## config.mk

```make
export PLATFORM = sky130hd
export DESIGN_NAME = flash_prog_seq
export DESIGN_NICKNAME = d
export VERILOG_FILES = /design/src/rtl/flash_seq_pkg.sv /design/src/rtl/flash_seq_dp.sv /design/src/rtl/flash_seq_ctrl.sv /design/src/rtl/flash_prog_seq.sv
export SDC_FILE = /design/constraint.sdc
export NUM_CORES = 1
export LEC_CHECK = 0
export BUFFER_PORTS_ARGS = -buffer_cell sky130_fd_sc_hd__buf_4
export CAP_MARGIN = 25
export CORE_MARGIN = 2
export CORE_UTILIZATION = 60
export DETAILED_ROUTE_END_ITERATION = 10
export PLACE_DENSITY = 0.81
export SYNTH_ARGS = -nofsm -noshare
export SYNTH_HDL_FRONTEND = slang
export SYNTH_HIERARCHICAL = 1
export SYNTH_SLANG_ARGS = --single-unit
```

## constraint.sdc

```tcl
create_clock -name clk -period 8.5 [get_ports clk]
set_input_delay 0.85 -clock clk [delete_from_list [all_inputs] [get_ports clk]]
set_output_delay 0.85 -clock clk [all_outputs]
set_load 0.01 [all_outputs]
```

## src/rtl/flash_seq_pkg.sv

```systemverilog
package flash_seq_pkg;

  typedef enum logic [1:0] {
    OP_PROG = 2'd0,
    OP_SECT = 2'd1,
    OP_BULK = 2'd2,
    OP_NONE = 2'd3
  } opKind_t;

  typedef enum logic [1:0] {
    PH_WREN,
    PH_WELCHK,
    PH_OPER,
    PH_POLL
  } phase_t;

  typedef enum logic [1:0] {
    S_IDLE,
    S_SEND,
    S_WAIT,
    S_EVAL
  } seqState_t;

  typedef enum logic [1:0] {
    ERR_NONE    = 2'd0,
    ERR_REQ     = 2'd1,
    ERR_WEL     = 2'd2,
    ERR_TIMEOUT = 2'd3
  } errCode_t;

  // strobes from control to datapath
  typedef struct packed {
    logic   load;
    logic   frameClr;
    logic   byteInc;
    logic   send;
    logic   capStatus;
    logic   pollClr;
    logic   pollInc;
    phase_t phase;
  } dpCtrl_t;

  localparam logic [7:0] CMD_WREN = 8'h06;
  localparam logic [7:0] CMD_PROG = 8'h02;
  localparam logic [7:0] CMD_RDSR = 8'h05;
  localparam logic [7:0] CMD_SECT = 8'hD8;
  localparam logic [7:0] CMD_BULK = 8'hC7;

endpackage

```

## src/rtl/flash_seq_dp.sv

```systemverilog
module flash_seq_dp
  import flash_seq_pkg::*;
#(
  parameter int PageBytes = 256,
  parameter int AddrBytes = 3,
  parameter int MaxPolls  = 4096
) (
  input  logic                          clk,
  input  logic                          rstN,
  input  dpCtrl_t                       ctl,
  input  logic [1:0]                    reqOp,
  input  logic [AddrBytes*8-1:0]        reqAddr,
  input  logic [$clog2(PageBytes):0]    reqLen,
  input  logic [7:0]                    dataIn,
  input  logic [7:0]                    spiRx,
  output logic [7:0]                    txByte,
  output logic                          dataTake,
  output logic                          reqBad,
  output logic                          frameLast,
  output logic                          wip,
  output logic                          wel,
  output logic                          pollLast
);

  localparam int AddrW = AddrBytes * 8;
  localparam int PageW = $clog2(PageBytes);
  localparam int LenW  = PageW + 1;
  localparam int LenX  = LenW + 1;
  localparam int IdxW  = $clog2(PageBytes + AddrBytes + 1) + 1;
  localparam int PollW = $clog2(MaxPolls + 1);

  localparam logic [LenX-1:0]  PageLim  = LenX'(PageBytes);
  localparam logic [IdxW-1:0]  AddrLast = IdxW'(AddrBytes);
  localparam logic [PollW-1:0] PollMax  = PollW'(MaxPolls - 1);

  opKind_t          opQ;
  logic [AddrW-1:0] addrQ;
  logic [LenW-1:0]  lenQ;
  logic [IdxW-1:0]  byteIdx;
  logic [IdxW-1:0]  frameLen;
  logic [PollW-1:0] pollCnt;
  logic             welQ, wipQ;
  logic [AddrW-1:0] addrSh;
  logic [LenX-1:0]  pageOff, lenExt;
  logic             unusedRxHi;

  assign unusedRxHi = ^spiRx[7:2];

  // request screening
  assign pageOff = {{(LenX - PageW){1'b0}}, reqAddr[PageW-1:0]};
  assign lenExt  = {1'b0, reqLen};
  always_comb begin
    reqBad = 1'b0;
    if (reqOp == OP_NONE) begin
      reqBad = 1'b1;
    end else if (reqOp == OP_PROG) begin
      reqBad = (reqLen == '0) || (lenExt > PageLim) || ((pageOff + lenExt) > PageLim);
    end
  end

  always_ff @(posedge clk) begin
    if (!rstN) begin
      opQ   <= OP_NONE;
      addrQ <= '0;
      lenQ  <= '0;
    end else if (ctl.load) begin
      opQ   <= opKind_t'(reqOp);
      addrQ <= reqAddr;
      lenQ  <= reqLen;
    end
  end

  // byte position inside the current frame
  always_ff @(posedge clk) begin
    if (!rstN || ctl.frameClr) begin
      byteIdx <= '0;
    end else if (ctl.byteInc) begin
      byteIdx <= byteIdx + IdxW'(1);
    end
  end

  always_comb begin
    case (ctl.phase)
      PH_WREN:   frameLen = IdxW'(1);
      PH_WELCHK: frameLen = IdxW'(2);
      PH_POLL:   frameLen = IdxW'(2);
      default: begin
        case (opQ)
          OP_PROG: frameLen = IdxW'(1 + AddrBytes) + IdxW'(lenQ);
          OP_SECT: frameLen = IdxW'(1 + AddrBytes);
          default: frameLen = IdxW'(1);
        endcase
      end
    endcase
  end

  assign frameLast = (byteIdx == frameLen - IdxW'(1));

  // transmit byte selection
  assign addrSh = addrQ >> (8 * (AddrBytes - int'(byteIdx)));

  always_comb begin
    txByte = 8'h00;
    case (ctl.phase)
      PH_WREN: txByte = CMD_WREN;
      PH_WELCHK, PH_POLL: txByte = (byteIdx == '0) ? CMD_RDSR : 8'h00;
      default: begin
        if (byteIdx == '0) begin
          case (opQ)
            OP_PROG: txByte = CMD_PROG;
            OP_SECT: txByte = CMD_SECT;
            default: txByte = CMD_BULK;
          endcase
        end else if (byteIdx <= AddrLast) begin
          txByte = addrSh[7:0];
        end else begin
          txByte = dataIn;
        end
      end
    endcase
  end

  assign dataTake = ctl.send && (ctl.phase == PH_OPER) && (opQ == OP_PROG) && (byteIdx > AddrLast);

  // status capture
  always_ff @(posedge clk) begin
    if (!rstN) begin
      welQ <= 1'b0;
      wipQ <= 1'b0;
    end else if (ctl.capStatus) begin
      welQ <= spiRx[1];
      wipQ <= spiRx[0];
    end
  end

  assign wel = welQ;
  assign wip = wipQ;

  // poll counter
  always_ff @(posedge clk) begin
    if (!rstN || ctl.pollClr) begin
      pollCnt <= '0;
    end else if (ctl.pollInc) begin
      pollCnt <= pollCnt + PollW'(1);
    end
  end

  assign pollLast = (pollCnt == PollMax);


  idx_in_frame_chk: assert property (@(posedge clk) disable iff (!rstN)
    ctl.send |-> (byteIdx < frameLen));


  poll_bound_chk: assert property (@(posedge clk) disable iff (!rstN)
    ctl.pollInc |-> (pollCnt < PollMax));

endmodule

```

## src/rtl/flash_seq_ctrl.sv

```systemverilog
module flash_seq_ctrl
  import flash_seq_pkg::*;
(
  input  logic       clk,
  input  logic       rstN,
  input  logic       reqValid,
  input  logic       reqBad,
  input  logic       spiDone,
  input  logic       frameLast,
  input  logic       wip,
  input  logic       wel,
  input  logic       pollLast,
  output dpCtrl_t    ctl,
  output logic       spiCsN,
  output logic       busy,
  output logic       done,
  output logic       error,
  output logic [1:0] errCode
);

  seqState_t state, stateN;
  phase_t    phase, phaseN;
  logic      doneQ, doneN, errQ, errN;
  errCode_t  codeQ, codeN;

  always_ff @(posedge clk) begin
    if (!rstN) begin
      state <= S_IDLE;
      phase <= PH_WREN;
      doneQ <= 1'b0;
      errQ  <= 1'b0;
      codeQ <= ERR_NONE;
    end else begin
      state <= stateN;
      phase <= phaseN;
      doneQ <= doneN;
      errQ  <= errN;
      codeQ <= codeN;
    end
  end

  always_comb begin
    stateN    = state;
    phaseN    = phase;
    doneN     = 1'b0;
    errN      = 1'b0;
    codeN     = codeQ;
    ctl       = '0;
    ctl.phase = phase;
    case (state)
      S_IDLE: begin
        if (reqValid) begin
          if (reqBad) begin
            errN  = 1'b1;
            codeN = ERR_REQ;
          end else begin
            ctl.load     = 1'b1;
            ctl.frameClr = 1'b1;
            ctl.pollClr  = 1'b1;
            phaseN       = PH_WREN;
            codeN        = ERR_NONE;
            stateN       = S_SEND;
          end
        end
      end
      S_SEND: begin
        ctl.send = 1'b1;
        stateN   = S_WAIT;
      end
      S_WAIT: begin
        if (spiDone) begin
          if (frameLast) begin
            ctl.capStatus = 1'b1;
            stateN        = S_EVAL;
          end else begin
            ctl.byteInc = 1'b1;
            stateN      = S_SEND;
          end
        end
      end
      default: begin
        ctl.frameClr = 1'b1;
        stateN       = S_SEND;
        case (phase)
          PH_WREN: phaseN = PH_WELCHK;
          PH_WELCHK: begin
            if (wel) begin
              phaseN = PH_OPER;
            end else begin
              errN   = 1'b1;
              codeN  = ERR_WEL;
              stateN = S_IDLE;
            end
          end
          PH_OPER: phaseN = PH_POLL;
          default: begin
            if (!wip) begin
              doneN  = 1'b1;
              stateN = S_IDLE;
            end else if (pollLast) begin
              errN   = 1'b1;
              codeN  = ERR_TIMEOUT;
              stateN = S_IDLE;
            end else begin
              ctl.pollInc = 1'b1;
            end
          end
        endcase
      end
    endcase
  end

  assign spiCsN  = !((state == S_SEND) || (state == S_WAIT));
  assign busy    = (state != S_IDLE);
  assign done    = doneQ;
  assign error   = errQ;
  assign errCode = codeQ;


  done_err_excl_chk: assert property (@(posedge clk) disable iff (!rstN)
    !(doneQ && errQ));


  done_idle_chk: assert property (@(posedge clk) disable iff (!rstN)
    doneQ |-> (state == S_IDLE));


  wel_abort_chk: assert property (@(posedge clk) disable iff (!rstN)
    (state == S_EVAL && phase == PH_WELCHK && !wel) |=> (errQ && codeQ == ERR_WEL && state == S_IDLE));


  reject_quiet_chk: assert property (@(posedge clk) disable iff (!rstN)
    (state == S_IDLE && reqValid && reqBad) |=> (errQ && codeQ == ERR_REQ && state == S_IDLE));

endmodule

```

## src/rtl/flash_prog_seq.sv

```systemverilog
module flash_prog_seq
  import flash_seq_pkg::*;
#(
  parameter int PageBytes = 256,
  parameter int AddrBytes = 3,
  parameter int MaxPolls  = 4096
) (
  input  logic                       clk,
  input  logic                       rstN,
  input  logic                       reqValid,
  input  logic [1:0]                 reqOp,
  input  logic [AddrBytes*8-1:0]     reqAddr,
  input  logic [$clog2(PageBytes):0] reqLen,
  input  logic [7:0]                 dataIn,
  output logic                       dataTake,
  output logic                       spiCsN,
  output logic                       spiStart,
  output logic [7:0]                 spiTx,
  input  logic                       spiDone,
  input  logic [7:0]                 spiRx,
  output logic                       busy,
  output logic                       done,
  output logic                       error,
  output logic [1:0]                 errCode
);

  dpCtrl_t ctl;
  logic    reqBad, frameLast, wip, wel, pollLast;

  flash_seq_ctrl u_ctrl (
    .clk       (clk),
    .rstN      (rstN),
    .reqValid  (reqValid),
    .reqBad    (reqBad),
    .spiDone   (spiDone),
    .frameLast (frameLast),
    .wip       (wip),
    .wel       (wel),
    .pollLast  (pollLast),
    .ctl       (ctl),
    .spiCsN    (spiCsN),
    .busy      (busy),
    .done      (done),
    .error     (error),
    .errCode   (errCode)
  );

  flash_seq_dp #(
    .PageBytes (PageBytes),
    .AddrBytes (AddrBytes),
    .MaxPolls  (MaxPolls)
  ) u_dp (
    .clk       (clk),
    .rstN      (rstN),
    .ctl       (ctl),
    .reqOp     (reqOp),
    .reqAddr   (reqAddr),
    .reqLen    (reqLen),
    .dataIn    (dataIn),
    .spiRx     (spiRx),
    .txByte    (spiTx),
    .dataTake  (dataTake),
    .reqBad    (reqBad),
    .frameLast (frameLast),
    .wip       (wip),
    .wel       (wel),
    .pollLast  (pollLast)
  );

  assign spiStart = ctl.send;

endmodule

```

======== Word level (Yosys, flattened, before mapping) ========
Cells that the tools add are included.
storage, ports and cells
  input bits .............................. 55
  output and inout port bits .............. 16
  logic and storage cells ................. 125
  register bits ........................... 68
operators by class
  bitwise gates (word level) .............. 2
  add/subtract/negate cells ............... 6
  shifts and indexed selects .............. 1
  order comparisons ....................... 4
  reduce and logical (&&, ||, !) cells .... 29
  eq/ne operators ......................... 15
  muxes and demuxes ....................... 56
operators with widths
  cell                   count
  $pmux 10 s2            2
  $pmux 8 s2             2
  $shr 24x32->8          1
  $mux 2                 14
  $mux 1                 26
  $mux 8                 2
  $pmux 2 s2             4
  $add 13x1->13 const B  1
  $eq 13x12->1 const B   1
  $pmux 2 s3             2
  $sub 2x10->11 const A  1
  $add 10x1->10 const B  1
  $add 3x9->10 const A   1
  $add 8x9->10           1
  $eq 10x10->1           1
  $gt 10x2->1 const B    1
  $gt 10x9->1 const B    1
  $le 10x2->1 const B    1
  $logic_not 10->1       1
  $sub 10x1->10 const B  1
  $gt 9x9->1 const B     1
  $logic_not 9->1        1
  $eq 2x2->1 const B     4
  $logic_not 2->1        4
  20 further kinds       38

======== Longest topological paths before layout ========
  word-level depth ........................ 9
  gate-level depth with buffers ........... 17
  gate-level depth less buffers ........... 16

======== By module ========
Netlist, hierarchy kept.
modules (own cells, without submodules)
  module          cells an instance  times used  area each (µm²)  seq. area each (µm²)
  flash_seq_dp    464                1           3922.5           1201.2
  flash_seq_ctrl  77                 1           649.4            160.2

======== Worst setup path before layout ========
No wires, ideal clock.
  path kind ............................... input-to-reg
  start point ............................. in reqAddr[0]
  end point ............................... reg u_dp.addrQ[0]
  arrival time ............................ 4.063 ns
  buffers on the path ..................... 3
  stages on the path ...................... 16
  slack ................................... 4.320 ns
  setup time .............................. 0.117 ns
  required time ........................... 8.383 ns
  path through ............................ ha_1 inv_1 fa_1 nor2b_1 o21ai_0 a21oi_1 a211oi_1 or3_1 xnor2_1 a221o_1 nor2_1 buf_4 clkbuf_1 buf_1 mux2i_1 nor2b_1
RTL lines
  item                  line                  text
  start, declared       flash_prog_seq.sv:12  input logic [AddrBytes*8-1:0] reqAddr,
  end signal, assigned  flash_seq_dp.sv:68    addrQ <= reqAddr;
  end, declared         flash_seq_dp.sv:37    logic [AddrW-1:0] addrQ;

==> impl_metrics.yaml <==
sta:
  fin_crit_ns: 4.26
  finalHoldViolations: 0
  fin_tns_setup_ns: 0
  report.final.setup_viol: 0
  rsz0062_at_grt: "false"
  worstMarginPinSlew_ns: 0.980
  fmax_ghz: 0.235
  report.final.slew_viol_count: 0
  fin_worst_skew_ns: 0.0122
  min_period_over_period: 0.501
  slew_headroom: 0.341
cts:
  cts_buffers: 9
  clk_latency_ns: 0.35
  cts_max_path_buffers: 2
  ctsHtreeMaxLevel: 3
  cts_resized: 0
  cts_tree: "done"
  cts.clk_slew.worst_paths_ns: 0.08
  cts_post_setup_buffers_inserted: 0
  cts_root_buffer: "clkbuf_8"
  numClockSinks: 68
  hold_buffers: 0
route:
  first_iter_violations: 201
  vias: 4083
  routed_wl_um: 10600
  drt_pass1_iterations: 5
  wire_per_inst_um: 15.3
  ant_nets: 0
  viasPerCell: 5.87
  drc_errors: 0
synth:
  synth_top_area_share: 0.298
  ys_async_sr_fraction: 0
  synthFlopType: "dfxtp_1"
  postSynthAreaPerCell_um2: 8.45
  synthTopCellsByArea: "dfxtp_1 (30%), mux2i_1 (11%), ha_1 (7.1%), nor2b_1 (5.1%), xor2_1 (4.2%)"
  synth_nets: 623
  ys_types: 65
  synth_edf_count: 0
  ys_ff_latch: 68
  synth.yosys.seq_area_share: 0.298
  ys_warn_count: 6
  syn_inst: 541
  yosysTopAreaCell: "dfxtp_1"
  synth_area_mm2: 0.00457
global_route:
  overflow: 0
  grt_pass1_wl_um: 17800
  grt_antenna_before_repair: 0
  grt_max_degree: 46
  grt.total_usage: 0.263
  grt_pass1_vias: 3805
worst_setup_path:
  required_ns: 8.72
  cp_max_fo: 17
  arrival_ns: 4.48
  r2r-end: "u_dp/byteIdx[7]"
  r2r_cells: 14
  startpoint: "u_ctrl/phase[0]"
  crit_type: "reg -> reg"
  start_kind: "flip-flop"
  rrSetupSlack_ns: 4.24
  end_kind: "flip-flop"
  critPathCapture: "u_dp/byteIdx[7]"
  r2r-start: "u_ctrl/phase[0]"
cells_and_area:
  layout.nets: 675
  syn_to_final_growth_pct: 14.7
  fillers: 585
  diodes: 0
  drive_above_1_share: 0.154
  final_cell_mix: "dfxtp_1 (68), buf_4 (66), mux2i_1 (51)"
  fin_cells: 696
  final_common_cell: "dfxtp_1"
worst_hold_path:
  hold_class: "reg -> reg"
status:
  outcome: "finished clean"
placed_design:
  io_buffers: 64
  placedCellCount: 681
  dp_hpwl_um: 7910
  place.gp.congestion: 0.893
power_and_ir_drop:
  leakagePower_nw: 2.05
  p_per_area_mw_per_mm2: 212
  peakVddDrop_mv: 0.124
floorplanning:
  io_pins: 71
  die_x_um: 91.3
  die_y_um: 91.3
  die_area_mm2: 0.00833
  start_util: 0.624
  rows: 31
  fp.coreArea_mm2: 0.00733
job:
  maxCapViolCount: 0
-- synth_stat cells (13+ instances only) --
cell type	number
xnor2_1	14
xor2_1	22
ha_1	26
nand2_1	41
nand4_1	13
nor2_1	51
inv_1	22
nor2b_1	37
mux2i_1	51
dfxtp_1	68
o21ai_0	19
a21oi_1	38
-- final cells by class --
class	count	area [um2]	area share
Tap cell	99	124	0.0236
Clock inverter	2	35.0	0.00668
Sequential cell	68	1360	0.260
Inverter	23	86.3	0.0165
Timing Repair Buffer	66	495	0.0945
Multi-Input combinational cell	425	2990	0.571
Clock buffer	13	149	0.0284
-- flip-flops by register name (all words and copies together), names as in the netlist --
register        flops
u_ctrl/done         1
u_dp/addrQ         24
u_ctrl/error        1
u_dp/pollCnt       13
u_dp/wip            1
u_dp/wel            1
u_dp/lenQ           9
u_ctrl/state        2
u_dp/byteIdx       10
u_dp/opQ            2
u_ctrl/phase        2
u_ctrl/errCode      2
-- routing by layer --
layer / track usage / share of wire / wire length (um) / up-vias
met5: 0 / 0 / 0 / -
met4: 0.0960 / 0.018 / 194 / 0
met3: 0.0465 / 0.062 / 663 / 15
met2: 0.420 / 0.47 / 4990 / 132
met1: 0.357 / 0.45 / 4790 / 1927
li1: - / - / - / 2009
-- cell families (layout without fill, tap and decap cells) --
family | Yosys count | after routing | synth area share
adder cells (fa/ha/maj) | 27 | 27 | 0.0755
multiplexers | 51 | 51 | 0.112
XOR/XNOR | 38 | 38 | 0.0777
buffers and inverters | 48 | 104 | 0.0495
AO/OA/AOI/OAI | 98 | 98 | 0.141
flip-flops | 68 | 68 | 0.298
AND/OR/NAND/NOR | 211 | 211 | 0.246
-- report_power, final --
part / internal (W) / leakage [nW] / switching [W]
combinational: 0.000205 / 1.40 / 0.000247
clock: 0.000142 / 0.0935 / 0.000118
sequential: 0.000356 / 0.552 / 0.0000444
-- worst max-delay path: stages (launching register included) --
cell and delay, ns:
dfxtp_1 0.74, a31o_2 0.25, ha_1 0.23, a21boi_0 0.50, a2111oi_0 0.24, a2bb2oi_2 0.17
o32ai_1 0.09, a22oi_1 0.27, nor4_2 0.12, nor3b_1 0.61, nand4_1 0.33, nor2_1 0.21
nand4_1 0.13, xor2_1 0.16, nor2_1 0.06
-- worst min path at each step --
stage | from | to | depth (start not counted)
final | u_dp/pollCnt[12] | u_dp/pollCnt[12] | 2
after global routing | u_dp/pollCnt[12] | u_dp/pollCnt[12] | 2
after CTS | u_dp/pollCnt[12] | u_dp/pollCnt[12] | 2
after detailed placement | u_dp/pollCnt[12] | u_dp/pollCnt[12] | 2
after global placement | u_dp/pollCnt[12] | u_dp/pollCnt[12] | 2
after floorplan | u_dp/wip | u_ctrl/done | 1
-- metrics by stage --
stage / total power [W] / util / cell area (um2) / hold slack [ns] / setup slack, ns
floorplan: 0.000731 / - / 4570 / 0.456 / 4.32
global placement: 0.000833 / 0.690 / 5060 / 0.470 / 4.14
detailed placement: 0.000850 / 0.690 / 5060 / 0.484 / 4.01
CTS: 0.00111 / 0.715 / 5240 / 0.495 / 4.33
global route: 0.00118 / 0.715 / 5240 / 0.531 / 3.73
finish: 0.00111 / 0.715 / 5240 / 0.502 / 4.24
No activity file was read; power rests on OpenSTA's default activity.
